--- config.mk ---
export PLATFORM = sky130hd
export DESIGN_NAME = coh_home_dir
export DESIGN_NICKNAME = d
export VERILOG_FILES = /design/src/rtl/dir_pkg.sv /design/src/rtl/dir_lowbit.sv /design/src/rtl/dir_store.sv /design/src/rtl/dir_engine.sv /design/src/rtl/coh_home_dir.sv
export SDC_FILE = /design/constraint.sdc
export NUM_CORES = 1
export LEC_CHECK = 0
export ABC_AREA = 1
export CAP_MARGIN = 0
export CORE_AREA = 2 2 331 415
export DETAILED_ROUTE_END_ITERATION = 12
export DIE_AREA = 0 0 333 417
export PLACE_DENSITY = 0.4
export SLEW_MARGIN = 10
export SYNTH_ARGS = -nofsm -noshare
export SYNTH_HDL_FRONTEND = slang
export SYNTH_SLANG_ARGS = --single-unit
export TNS_END_PERCENT = 50
--- constraint.sdc ---
create_clock -name clk -period 2.55 [get_ports clk]
set_input_delay 0.51 -clock clk [delete_from_list [all_inputs] [get_ports clk]]
set_output_delay 0.51 -clock clk [all_outputs]
set_load 0.01 [all_outputs]
--- src/rtl/dir_pkg.sv ---
package dir_pkg;
   typedef enum logic [1:0] {
      DS_UNC = 2'd0,
      DS_SHR = 2'd1,
      DS_EXC = 2'd2
   } dstate_t;

   localparam logic [1:0] RQ_READ   = 2'd0;
   localparam logic [1:0] RQ_WRITE  = 2'd1;
   localparam logic [1:0] RQ_WBACK  = 2'd2;

   localparam logic [1:0] MS_INV    = 2'd0;
   localparam logic [1:0] MS_FETCH  = 2'd1;
   localparam logic [1:0] MS_FINV   = 2'd2;
   localparam logic [1:0] MS_DATA   = 2'd3;
endpackage

--- src/rtl/dir_lowbit.sv ---
module dir_lowbit #(
   parameter int N = 8,
   localparam int W = (N > 1) ? $clog2(N) : 1
) (
   input  logic [N-1:0] mask,
   output logic         any,
   output logic [W-1:0] idx
);
   always_comb begin
      any = |mask;
      idx = '0;
      for (int i = N - 1; i >= 0; i--) begin
         if (mask[i]) idx = W'(i);
      end
   end
endmodule

--- src/rtl/dir_store.sv ---
module dir_store
   import dir_pkg::*;
#(
   parameter int NPROC  = 8,
   parameter int NBLK   = 16,
   parameter int DATA_W = 32,
   localparam int BW = $clog2(NBLK)
) (
   input  logic              clk,
   input  logic              rst_n,
   input  logic [BW-1:0]     blk,
   output dstate_t           rd_state,
   output logic [NPROC-1:0]  rd_sh,
   output logic [DATA_W-1:0] rd_mem,
   input  logic              wr_en,
   input  dstate_t           wr_state,
   input  logic [NPROC-1:0]  wr_sh,
   input  logic              mem_we,
   input  logic [DATA_W-1:0] mem_wdata
);
   dstate_t           st_a  [NBLK];
   logic [NPROC-1:0]  sh_a  [NBLK];
   logic [DATA_W-1:0] mem_a [NBLK];

   for (genvar b = 0; b < NBLK; b++) begin : g_ent
      dstate_t           st_q;
      logic [NPROC-1:0]  sh_q;
      logic [DATA_W-1:0] d_q;
      logic              hit;

      assign hit = (blk == BW'(b));

      always_ff @(posedge clk or negedge rst_n) begin
         if (!rst_n) begin
            st_q <= DS_UNC;
            sh_q <= '0;
            d_q  <= '0;
         end else begin
            if (wr_en && hit) begin
               st_q <= wr_state;
               sh_q <= wr_sh;
            end
            if (mem_we && hit) d_q <= mem_wdata;
         end
      end

      assign st_a[b]  = st_q;
      assign sh_a[b]  = sh_q;
      assign mem_a[b] = d_q;
   end

   assign rd_state = st_a[blk];
   assign rd_sh    = sh_a[blk];
   assign rd_mem   = mem_a[blk];
endmodule

--- src/rtl/dir_engine.sv ---
module dir_engine
   import dir_pkg::*;
#(
   parameter int NPROC  = 8,
   parameter int NBLK   = 16,
   parameter int DATA_W = 32,
   localparam int PW = $clog2(NPROC),
   localparam int BW = $clog2(NBLK)
) (
   input  logic              clk,
   input  logic              rst_n,
   input  logic              req_valid,
   output logic              req_ready,
   input  logic [1:0]        req_kind,
   input  logic [PW-1:0]     req_src,
   input  logic [BW-1:0]     req_blk,
   input  logic [DATA_W-1:0] req_data,
   input  logic              fdat_valid,
   output logic              fdat_ready,
   input  logic [DATA_W-1:0] fdat_data,
   output logic              msg_valid,
   input  logic              msg_ready,
   output logic [1:0]        msg_kind,
   output logic [PW-1:0]     msg_dst,
   output logic [BW-1:0]     msg_blk,
   output logic [DATA_W-1:0] msg_data,
   output logic [BW-1:0]     st_blk,
   input  dstate_t           rd_state,
   input  logic [NPROC-1:0]  rd_sh,
   input  logic [DATA_W-1:0] rd_mem,
   output logic              wr_en,
   output dstate_t           wr_state,
   output logic [NPROC-1:0]  wr_sh,
   output logic              mem_we,
   output logic [DATA_W-1:0] mem_wdata
);
   typedef enum logic [2:0] {
      E_IDLE, E_INV, E_FREQ, E_WAIT, E_REPLY
   } eng_t;

   eng_t              st_q, st_d;
   logic [PW-1:0]     src_q;
   logic [BW-1:0]     blk_q;
   logic              wr_q;
   logic [PW-1:0]     own_q;
   logic [NPROC-1:0]  inv_q, inv_d;
   logic [DATA_W-1:0] rep_q, rep_d;

   logic              own_any, inv_any;
   logic [PW-1:0]     own_idx, inv_idx;
   logic [NPROC-1:0]  req_oh, cur_oh, inv_left;
   logic              take;

   dir_lowbit #(.N(NPROC)) u_own (.mask(rd_sh), .any(own_any), .idx(own_idx));
   dir_lowbit #(.N(NPROC)) u_inv (.mask(inv_q), .any(inv_any), .idx(inv_idx));

   assign req_oh    = NPROC'(1) << req_src;
   assign cur_oh    = NPROC'(1) << src_q;
   assign inv_left  = rd_sh & ~req_oh;
   assign req_ready = (st_q == E_IDLE);
   assign take      = req_valid && req_ready;
   assign st_blk    = (st_q == E_IDLE) ? req_blk : blk_q;
   assign fdat_ready = (st_q == E_WAIT);

   always_comb begin
      st_d      = st_q;
      inv_d     = inv_q;
      rep_d     = rep_q;
      wr_en     = 1'b0;
      wr_state  = DS_UNC;
      wr_sh     = '0;
      mem_we    = 1'b0;
      mem_wdata = req_data;
      unique case (st_q)
         E_IDLE: begin
            if (req_valid) begin
               case (req_kind)
                  RQ_READ: begin
                     if (rd_state == DS_EXC) begin
                        st_d = E_FREQ;
                     end else begin
                        wr_en    = 1'b1;
                        wr_state = DS_SHR;
                        wr_sh    = (rd_state == DS_SHR) ? (rd_sh | req_oh) : req_oh;
                        rep_d    = rd_mem;
                        st_d     = E_REPLY;
                     end
                  end
                  RQ_WRITE: begin
                     if (rd_state == DS_EXC) begin
                        st_d = E_FREQ;
                     end else begin
                        wr_en    = 1'b1;
                        wr_state = DS_EXC;
                        wr_sh    = req_oh;
                        rep_d    = rd_mem;
                        if (rd_state == DS_SHR && inv_left != '0) begin
                           inv_d = inv_left;
                           st_d  = E_INV;
                        end else begin
                           st_d  = E_REPLY;
                        end
                     end
                  end
                  RQ_WBACK: begin
                     wr_en     = 1'b1;
                     wr_state  = DS_UNC;
                     wr_sh     = '0;
                     mem_we    = 1'b1;
                     mem_wdata = req_data;
                  end
                  default: ;
               endcase
            end
         end
         E_INV: begin
            if (msg_ready) begin
               inv_d = inv_q & ~(NPROC'(1) << inv_idx);
               if (inv_d == '0) st_d = E_REPLY;
            end
         end
         E_FREQ: begin
            if (msg_ready) st_d = E_WAIT;
         end
         E_WAIT: begin
            if (fdat_valid) begin
               wr_en     = 1'b1;
               wr_state  = wr_q ? DS_EXC : DS_SHR;
               wr_sh     = wr_q ? cur_oh : (rd_sh | cur_oh);
               mem_we    = 1'b1;
               mem_wdata = fdat_data;
               rep_d     = fdat_data;
               st_d      = E_REPLY;
            end
         end
         E_REPLY: begin
            if (msg_ready) st_d = E_IDLE;
         end
         default: st_d = E_IDLE;
      endcase
   end

   always_ff @(posedge clk or negedge rst_n) begin
      if (!rst_n) begin
         st_q  <= E_IDLE;
         src_q <= '0;
         blk_q <= '0;
         wr_q  <= 1'b0;
         own_q <= '0;
         inv_q <= '0;
         rep_q <= '0;
      end else begin
         st_q  <= st_d;
         inv_q <= inv_d;
         rep_q <= rep_d;
         if (take) begin
            src_q <= req_src;
            blk_q <= req_blk;
            wr_q  <= (req_kind == RQ_WRITE);
            own_q <= own_idx;
         end
      end
   end

   always_comb begin
      msg_valid = 1'b0;
      msg_kind  = MS_DATA;
      msg_dst   = src_q;
      msg_blk   = blk_q;
      msg_data  = '0;
      case (st_q)
         E_INV: begin
            msg_valid = inv_any;
            msg_kind  = MS_INV;
            msg_dst   = inv_idx;
         end
         E_FREQ: begin
            msg_valid = 1'b1;
            msg_kind  = wr_q ? MS_FINV : MS_FETCH;
            msg_dst   = own_q;
         end
         E_REPLY: begin
            msg_valid = 1'b1;
            msg_kind  = MS_DATA;
            msg_data  = rep_q;
         end
         default: ;
      endcase
   end

   logic unused_ok;
   assign unused_ok = own_any;
endmodule

--- src/rtl/coh_home_dir.sv ---
module coh_home_dir
   import dir_pkg::*;
#(
   parameter int NPROC  = 8,
   parameter int NBLK   = 16,
   parameter int DATA_W = 32,
   localparam int PW = $clog2(NPROC),
   localparam int BW = $clog2(NBLK)
) (
   input  logic              clk,
   input  logic              rst_n,
   input  logic              req_valid,
   output logic              req_ready,
   input  logic [1:0]        req_kind,
   input  logic [PW-1:0]     req_src,
   input  logic [BW-1:0]     req_blk,
   input  logic [DATA_W-1:0] req_data,
   input  logic              fdat_valid,
   output logic              fdat_ready,
   input  logic [DATA_W-1:0] fdat_data,
   output logic              msg_valid,
   input  logic              msg_ready,
   output logic [1:0]        msg_kind,
   output logic [PW-1:0]     msg_dst,
   output logic [BW-1:0]     msg_blk,
   output logic [DATA_W-1:0] msg_data
);
   if (NPROC < 2) begin : g_bad_nproc
      $error("coh_home_dir: NPROC must be at least 2");
   end
   if (NBLK < 2 || (NBLK & (NBLK - 1)) != 0) begin : g_bad_nblk
      $error("coh_home_dir: NBLK must be a power of two, at least 2");
   end
   if (DATA_W < 1) begin : g_bad_dw
      $error("coh_home_dir: DATA_W must be positive");
   end

   logic [BW-1:0]     st_blk;
   dstate_t           rd_state, wr_state;
   logic [NPROC-1:0]  rd_sh, wr_sh;
   logic [DATA_W-1:0] rd_mem, mem_wdata;
   logic              wr_en, mem_we;

   dir_store #(.NPROC(NPROC), .NBLK(NBLK), .DATA_W(DATA_W)) u_store (
      .clk(clk), .rst_n(rst_n), .blk(st_blk),
      .rd_state(rd_state), .rd_sh(rd_sh), .rd_mem(rd_mem),
      .wr_en(wr_en), .wr_state(wr_state), .wr_sh(wr_sh),
      .mem_we(mem_we), .mem_wdata(mem_wdata)
   );

   dir_engine #(.NPROC(NPROC), .NBLK(NBLK), .DATA_W(DATA_W)) u_eng (
      .clk(clk), .rst_n(rst_n),
      .req_valid(req_valid), .req_ready(req_ready), .req_kind(req_kind),
      .req_src(req_src), .req_blk(req_blk), .req_data(req_data),
      .fdat_valid(fdat_valid), .fdat_ready(fdat_ready), .fdat_data(fdat_data),
      .msg_valid(msg_valid), .msg_ready(msg_ready), .msg_kind(msg_kind),
      .msg_dst(msg_dst), .msg_blk(msg_blk), .msg_data(msg_data),
      .st_blk(st_blk), .rd_state(rd_state), .rd_sh(rd_sh), .rd_mem(rd_mem),
      .wr_en(wr_en), .wr_state(wr_state), .wr_sh(wr_sh),
      .mem_we(mem_we), .mem_wdata(mem_wdata)
   );
endmodule

## Yosys cells after proc, flatten, opt, wreduce, memory -nomap -nowiden

Index checks and enable logic that the tools add are counted.

- Latch bits: 0
- Flip-flop bits (word level): 726
- RAM bits: 0
- Memories kept: 0
- Output and inout port bits: 44
- ROM bits: 0
- Word-level logic and storage cells: 224
- Input port bits: 78

- Order comparisons: 1
- Add/subtract/negate cells: 0
- Muxes and demuxes: 77
- Bitwise operators: 7
- Reductions and logical operators: 47
- Divide/modulo/power cells: 0
- Multiply operators: 0
- Equal/unequal tests: 34
- Shift-type cells: 3

Operator list:

| cell | count |
|---|---|
| $mux 32 | 9 |
| $bmux 32 s4 | 1 |
| $mux 8 | 13 |
| $mux 3 | 25 |
| $pmux 32 s2 | 1 |
| $pmux 8 s2 | 3 |
| $logic_and 1x1->1 | 34 |
| $bmux 8 s4 | 1 |
| $eq 4x4->1 const B | 8 |
| $shl 1x3->8 const A | 3 |
| $ne 2x2->1 const B | 9 |
| $and 8x8->8 | 2 |
| $eq 4x3->1 const B | 4 |
| $not 8->8 | 2 |
| $or 8x8->8 | 2 |
| $pmux 3 s5 | 1 |
| $mux 2 | 6 |
| $pmux 2 s2 | 3 |
| $pmux 3 s2 | 2 |
| $bmux 2 s4 | 1 |
| $eq 4x2->1 const B | 2 |
| $logic_not 8->1 | 1 |
| $pmux 1 s2 | 4 |
| $reduce_bool 8->1 | 1 |
| other kinds (21) | 31 |

## Depth between registers and ports, before layout

- Depth in word-level cells: 15
- Gate-level depth with buffers: 23
- Gate-level depth less buffers: 20

## Modules after synthesis

A second synthesis with hierarchy kept.

- Cell total of the unflattened synthesis: 4,976
- Area, all modules: 35,696.7 µm²

By module, submodules not included:

| module | times used | cells each | area an instance (µm²) | sequential area each (µm²) |
|---|---|---|---|---|
| dir_store | 1 | 4,309 | 31,478.9 | 16,816.1 |
| dir_engine | 1 | 623 | 4,020.1 | 1,351.3 |
| dir_lowbit | 2 | 22 | 98.8 | 0.0 |

## Least setup slack after synthesis

No wires, ideal clock.

- Path kind: flip-flop to flip-flop
- Start point: reg u_eng.st_q[0]
- End point: reg u_eng.inv_q[2]
- Data arrival time: 2.361 ns
- Setup time: 0.117 ns
- Cell stages (with the launch flop): 22
- Clock period less this slack: 2.479 ns
- Buffers on the path: 3
- Data required time: 2.433 ns
- Setup slack: 0.071 ns
- Path through: dfrtp_1 > nor2_4 > nand2_4 > buf_6 > nand2_1 > nand2_2 > buf_4 > buf_4 > nand2_1 > nand2_1 > nand2_1 > nand2_1 > nor2_1 > nand2_1 > nand2_1 > nor2_1 > nand2_1 > nand3_1 > nand2_2 > nand2_2 > nand2_1 > nand2_1

- Cells in the longest elaborated chain, start to end: 12
- Elaborated cells between the ends (all ways): 27

Ends and longest elaborated chain:

| element | RTL line | source |
|---|---|---|
| start: declaration | dir_engine.sv:41 | `eng_t st_q, st_d;` |
| start signal: assignment | dir_engine.sv:153 | `st_q <= st_d;` |
| $logic_not 3->1 | dir_engine.sv:62, dir_engine.sv:74 |  |
| $mux 4 | dir_engine.sv:62 | `assign st_blk = (st_q == E_IDLE) ? req_blk : blk_q;` |
| $not 4->5 (not written as such) | dir_store.sv:52, dir_store.sv:53 |  |
| $bmux 8 s4 | dir_store.sv:53 | `assign rd_sh = sh_a[blk];` |
| $mux 8 (not written as such) (2 in series) | dir_store.sv:53 |  |
| $and 8x8->8 | dir_engine.sv:59 | `assign inv_left = rd_sh & ~req_oh;` |
| $mux 8 | dir_engine.sv:97 | `if (rd_state == DS_SHR && inv_left != '0) begin` |
| $mux 8 | dir_engine.sv:90 | `if (rd_state == DS_EXC) begin` |
| $mux 8 | dir_engine.sv:77 | `case (req_kind)` |
| $mux 8 | dir_engine.sv:76 | `if (req_valid) begin` |
| $pmux 8 s2 | dir_engine.sv:74 | `unique case (st_q)` |
| end signal: assignment | dir_engine.sv:154 | `inv_q <= inv_d;` |
| end: declaration | dir_engine.sv:46 | `logic [NPROC-1:0] inv_q, inv_d;` |

Parallel ways exist; a longest one is shown, timed or not. The select of a mux whose other input is x is not followed.
A chain may end at the register's enable or synchronous reset.

## Final worst setup path

- Start point: reg u_eng.st_q[1]
- End point: reg u_eng.rep_q[23]

- Cells in the longest elaborated chain, start to end: 10
- Elaborated cells between the ends (all ways): 21

Ends and longest elaborated chain:

| element | RTL line | source |
|---|---|---|
| $logic_not 3->1 | dir_engine.sv:62, dir_engine.sv:74 |  |
| $mux 4 | dir_engine.sv:62 |  |
| $not 4->5 (not written as such) | dir_store.sv:52, dir_store.sv:54 |  |
| $bmux 32 s4 | dir_store.sv:54 | `assign rd_mem = mem_a[blk];` |
| $mux 32 (not written as such) (2 in series) | dir_store.sv:54 |  |
| $mux 32 | dir_engine.sv:79, dir_engine.sv:90 |  |
| $mux 32 | -- |  |
| $mux 32 | dir_engine.sv:76 |  |
| $pmux 32 s2 | dir_engine.sv:74 |  |
| end signal: assignment | dir_engine.sv:155 | `rep_q <= rep_d;` |
| end: declaration | dir_engine.sv:47 | `logic [DATA_W-1:0] rep_q, rep_d;` |

Parallel ways exist; a longest one is shown, timed or not. The select of a mux whose other input is x is not followed.

==> flow_summary_export.csv <==
group,metric,value,unit
detailed_routing,wl_met2,61770,um
place,dp_hpwl,79110,um
synthesis,yosys.area.top_type,"dfrtp_1",
synthesis,ys_types,38,
synthesis,syn_inst,4143,
clocking,cts_tree,"done",
critical_path,cp-startpoint,"u_eng.st_q[1]",
critical_path,worst-r2r-setup-slack,-0.25,ns
critical_path,critPathCaptureType,"flop",
pwr,peakVddDrop,0.0007456,V
detailed_routing,dr_wl_met3,4908,um
synthesis,synthXorXnorAreaFrac,0,%
timing,fin_crit,2.801,ns
synthesis,synth_simple_gate_area_share,21.77,%
timing,fin_worst_skew,0.03182,ns
min_path,hold_path.class,"in -> async",
layout,final_nets,4516,
floorplanning,core_area,134900,um^2
global_routing,grt_max_degree,95,
timing,worst_slack,-0.2511,ns
synthesis,synthTopCellsByArea,"dfrtp_1 (54%), nand2_1 (17%), o21ai_0 (8.0%), a22oi_1 (5.7%), inv_1 (3.1%)",
synthesis,synth_top_family_by_area,"simple AND/OR/NAND/NOR gates",
global_routing,grt_first_pass_wirelength,193700,um
detailed_routing,drt-initial-drc-count,2329,
detailed_routing,dr.pass1.iters,6,
pwr,p_total,54.22,mW
timing,worst_hold_slack,0.2767,ns
layout,fillerInstances,14420,
timing,hold_violations,0,
detailed_routing,post-route-drc-count,0,
clocking,cts_max_level,3,
critical_path,cp-start-kind,"flop",
synthesis,synth_fp_nets,4221,
place,dp.cells,6060,
timing,setup_viol,454,
synthesis,yosys_warnings,0,
synthesis,synth_compound_area_share,17.29,%
critical_path,cp.required,3.12,ns
clocking,numCtsBuffers,86,
synthesis,async_flop_share,100.0,%
floorplanning,fp-row-count,151,
place,dp_slack,-0.9515,ns
critical_path,critPathMaxFanout,9,
synthesis,netlist_area,33610,um^2
floorplanning,ioPinCount,122,
detailed_routing,final_antenna_net_count,0,
place,numPortBuffers,121,
floorplanning,die_height,417,um
critical_path,critPathKind,"reg -> reg",
pwr,power.density,1239,nW/um^2
place,gp_congestion,0.8127,
timing,final_max_slew_viol_count,0,
synthesis,synth-edff-count,0,
global_routing,grt_pass1_vias,29660,
clocking,clock_tree.buffer_depth,3,
floorplanning,dieWidth,333,um
timing,max_freq,0.3570,GHz
clocking,clockRootBuffer,"clkbuf_16",
timing,max-slew-margin-rel,58.39,%
clocking,path_clk_slew,0.06,ns
global_routing,overflow,0,
critical_path,worstReg2RegStart,"u_eng.st_q[1]",
synthesis,synth.top_cell.area_share,54.05,%
layout,instances_no_fill,6267,
timing,worst_slew_pin_slew,0.6241,ns
status,violations,"setup timing",
layout,syn_to_final_growth,30.17,%
synthesis,seq_area_frac_synth,54.05,%
detailed_routing,dr.max_layer_used,"met4",
timing,finalCritPeriodShare,109.8,%
floorplanning,initial_utilization,24.92,%
synthesis,synthFlopType,"dfrtp_1",
timing,rsz0062_at_grt,"yes",
detailed_routing,wl_per_cell,20.34,um
synthesis,synthMuxAreaShare,0,%
global_routing,antenna_found_initial,2,
detailed_routing,drt-total-wl,127400,um
floorplanning,die-area,138900,um^2
detailed_routing,vias,29200,
clocking,cts.sink_count,726,
critical_path,arrival,3.37,ns
synthesis,syn-mean-instance-area,8.113,um^2
global_routing,track_usage,18.41,%
synthesis,synthAdderAreaFrac,0,%
detailed_routing,viasPerCell,4.660,
flow_run,drv_cap,0,
detailed_routing,met1_length,56780,um
layout,drive_above_1_share,14.82,%
synthesis,ys_ff_latch,726,
status,status,"complete, but fails checks",
clocking,clock_latency,0.71,ns
pwr,p_leak,21.29,nW
-- power breakdown --
part | total (mW) | switching [mW] | internal, mW
logic | 23.7 | 14.8 | 8.87
clock network | 13.2 | 5.33 | 7.84
registers | 17.4 | 2.01 | 15.4
-- Yosys cell counts (2+ instances only) --
| cell type | instances |
|---|---|
| clkinv_1 | 2 |
| o21ai_2 | 3 |
| nand3_1 | 147 |
| a31oi_1 | 2 |
| o22ai_1 | 13 |
| o21ai_0 | 535 |
| dfrtp_1 | 726 |
| or2_1 | 2 |
| nor2_4 | 4 |
| nand2_1 | 1526 |
| buf_4 | 10 |
| nand3b_1 | 11 |
| a22oi_1 | 257 |
| buf_2 | 46 |
| o211ai_1 | 23 |
| nor2_1 | 87 |
| buf_6 | 6 |
| nand2_2 | 17 |
| inv_1 | 275 |
| nor4_1 | 4 |
| o21ai_4 | 2 |
| nor3_1 | 13 |
| nand4_1 | 7 |
| o21ai_1 | 156 |
| inv_2 | 20 |
| clkbuf_1 | 200 |
| nand2_4 | 8 |
| buf_1 | 16 |
| nor2_2 | 5 |
| a21oi_1 | 10 |
| o221ai_1 | 3 |
-- registers in the layout, indices dropped and copies added, names as in the netlist --
| register | flops |
|---|---|
| u_store.g_ent.st_q | 32 |
| u_eng.wr_q | 1 |
| u_eng.st_q | 3 |
| u_eng.own_q | 3 |
| u_eng.rep_q | 32 |
| u_store.g_ent.sh_q | 128 |
| u_eng.inv_q | 8 |
| u_eng.src_q | 3 |
| u_store.g_ent.d_q | 512 |
| u_eng.msg_blk | 4 |
-- worst max-delay path: stages, from the launching register on --
cell and delay, ns:
dfrtp_1 0.40, nor2_4 0.19, nand2_4 0.13, buf_4 0.17, o21ai_4 0.18, inv_2 0.09, nor2_4 0.26, nand2_1 0.12
nand4_1 0.16, buf_4 0.13, nand3_2 0.15, nand2_4 0.15, inv_6 0.06, buf_4 0.17, buf_12 0.13, o211ai_1 0.06
o21ai_0 0.11
-- routing by layer --
metal	GRT usage, %	vias to the layer above
met4	6.327	0
met2	31.00	645
met5	0	-
li1	-	14160
met3	2.374	162
met1	24.26	14240
-- placed cells by master, fill, tap and decap left out, types with 4 or more instances in the layout --
cell type	instances
inv_2	19
bufbuf_16	7
nand3b_1	11
inv_1	265
nor2_1	72
dlygate4sd2_1	30
nand2_4	29
a21oi_1	7
buf_4	232
buf_6	16
nor2_4	11
dfrtp_1	726
clkbuf_8	18
o21ai_0	520
clkdlybuf4s50_1	80
o21ai_4	4
o21ai_1	168
buf_12	105
nor3_1	10
inv_4	4
bufinv_16	10
o22ai_1	13
a22oi_1	254
clkinv_2	19
nand3_2	13
nand4_1	7
o211ai_1	23
clkbuf_1	16
nand2_1	1491
buf_16	5
nand2_2	30
inv_6	4
clkbuf_16	90
clkinvlp_4	4
nand3_1	134
o21ai_2	4
nor2_2	13
-- area by class of cell --
class	instances	area, um^2	area share (%)
Sequential cell	726	18170	41.52
Multi-Input combinational cell	2842	13630	31.16
Timing Repair Buffer	485	5594	12.79
Clock buffer	121	2485	5.679
Tap cell	1759	2201	5.030
Inverter	297	1161	2.654
Clock inverter	36	509.2	1.164
Antenna cell	1	2.502	0.005720
-- metrics by stage --
step	area, um^2	setup TNS (ns)	utilization, %
2_1_floorplan	33610	0	-
3_3_place_gp	39560	-398.87	29.33
3_5_place_dp	39560	-397.64	29.33
4_1_cts	43600	-57.87	32.32
5_1_grt	43750	-170.31	32.43
6_report	43750	-43.30	32.43
-- timing repair --
item,4_1_cts,5_1_grt
hold endpoints to repair,42,0
pin swaps,16,2
gates cloned,11,3
resized for setup,196,22
hold buffers,1,0
endpoints found under the setup margin,672,756
setup buffers,32,2
-- final timing paths --
| check | endpoint | depth (start not counted) |
|---|---|---|
| worst max-delay path | u_eng.rep_q[23] | 16 |
| worst min-delay path | u_store.g_ent[12].d_q[9] | 2 |
| max in group asynchronous | u_store.g_ent[0].d_q[25] | 4 |
| worst max register to register | u_eng.rep_q[23] | 16 |
| min in group clk | u_store.g_ent[4].sh_q[4] | 2 |
| worst min register to register | u_store.g_ent[4].sh_q[4] | 2 |
-- cell families (layout without fill, tap and decap cells) --
kind of cell | after synthesis | after routing
other cells | 0 | 1
buf+inv | 576 | 939
flops | 726 | 726
simple gates | 1834 | 1835
compound gates | 1007 | 1007
No activity file was read; power rests on OpenSTA's default activity.
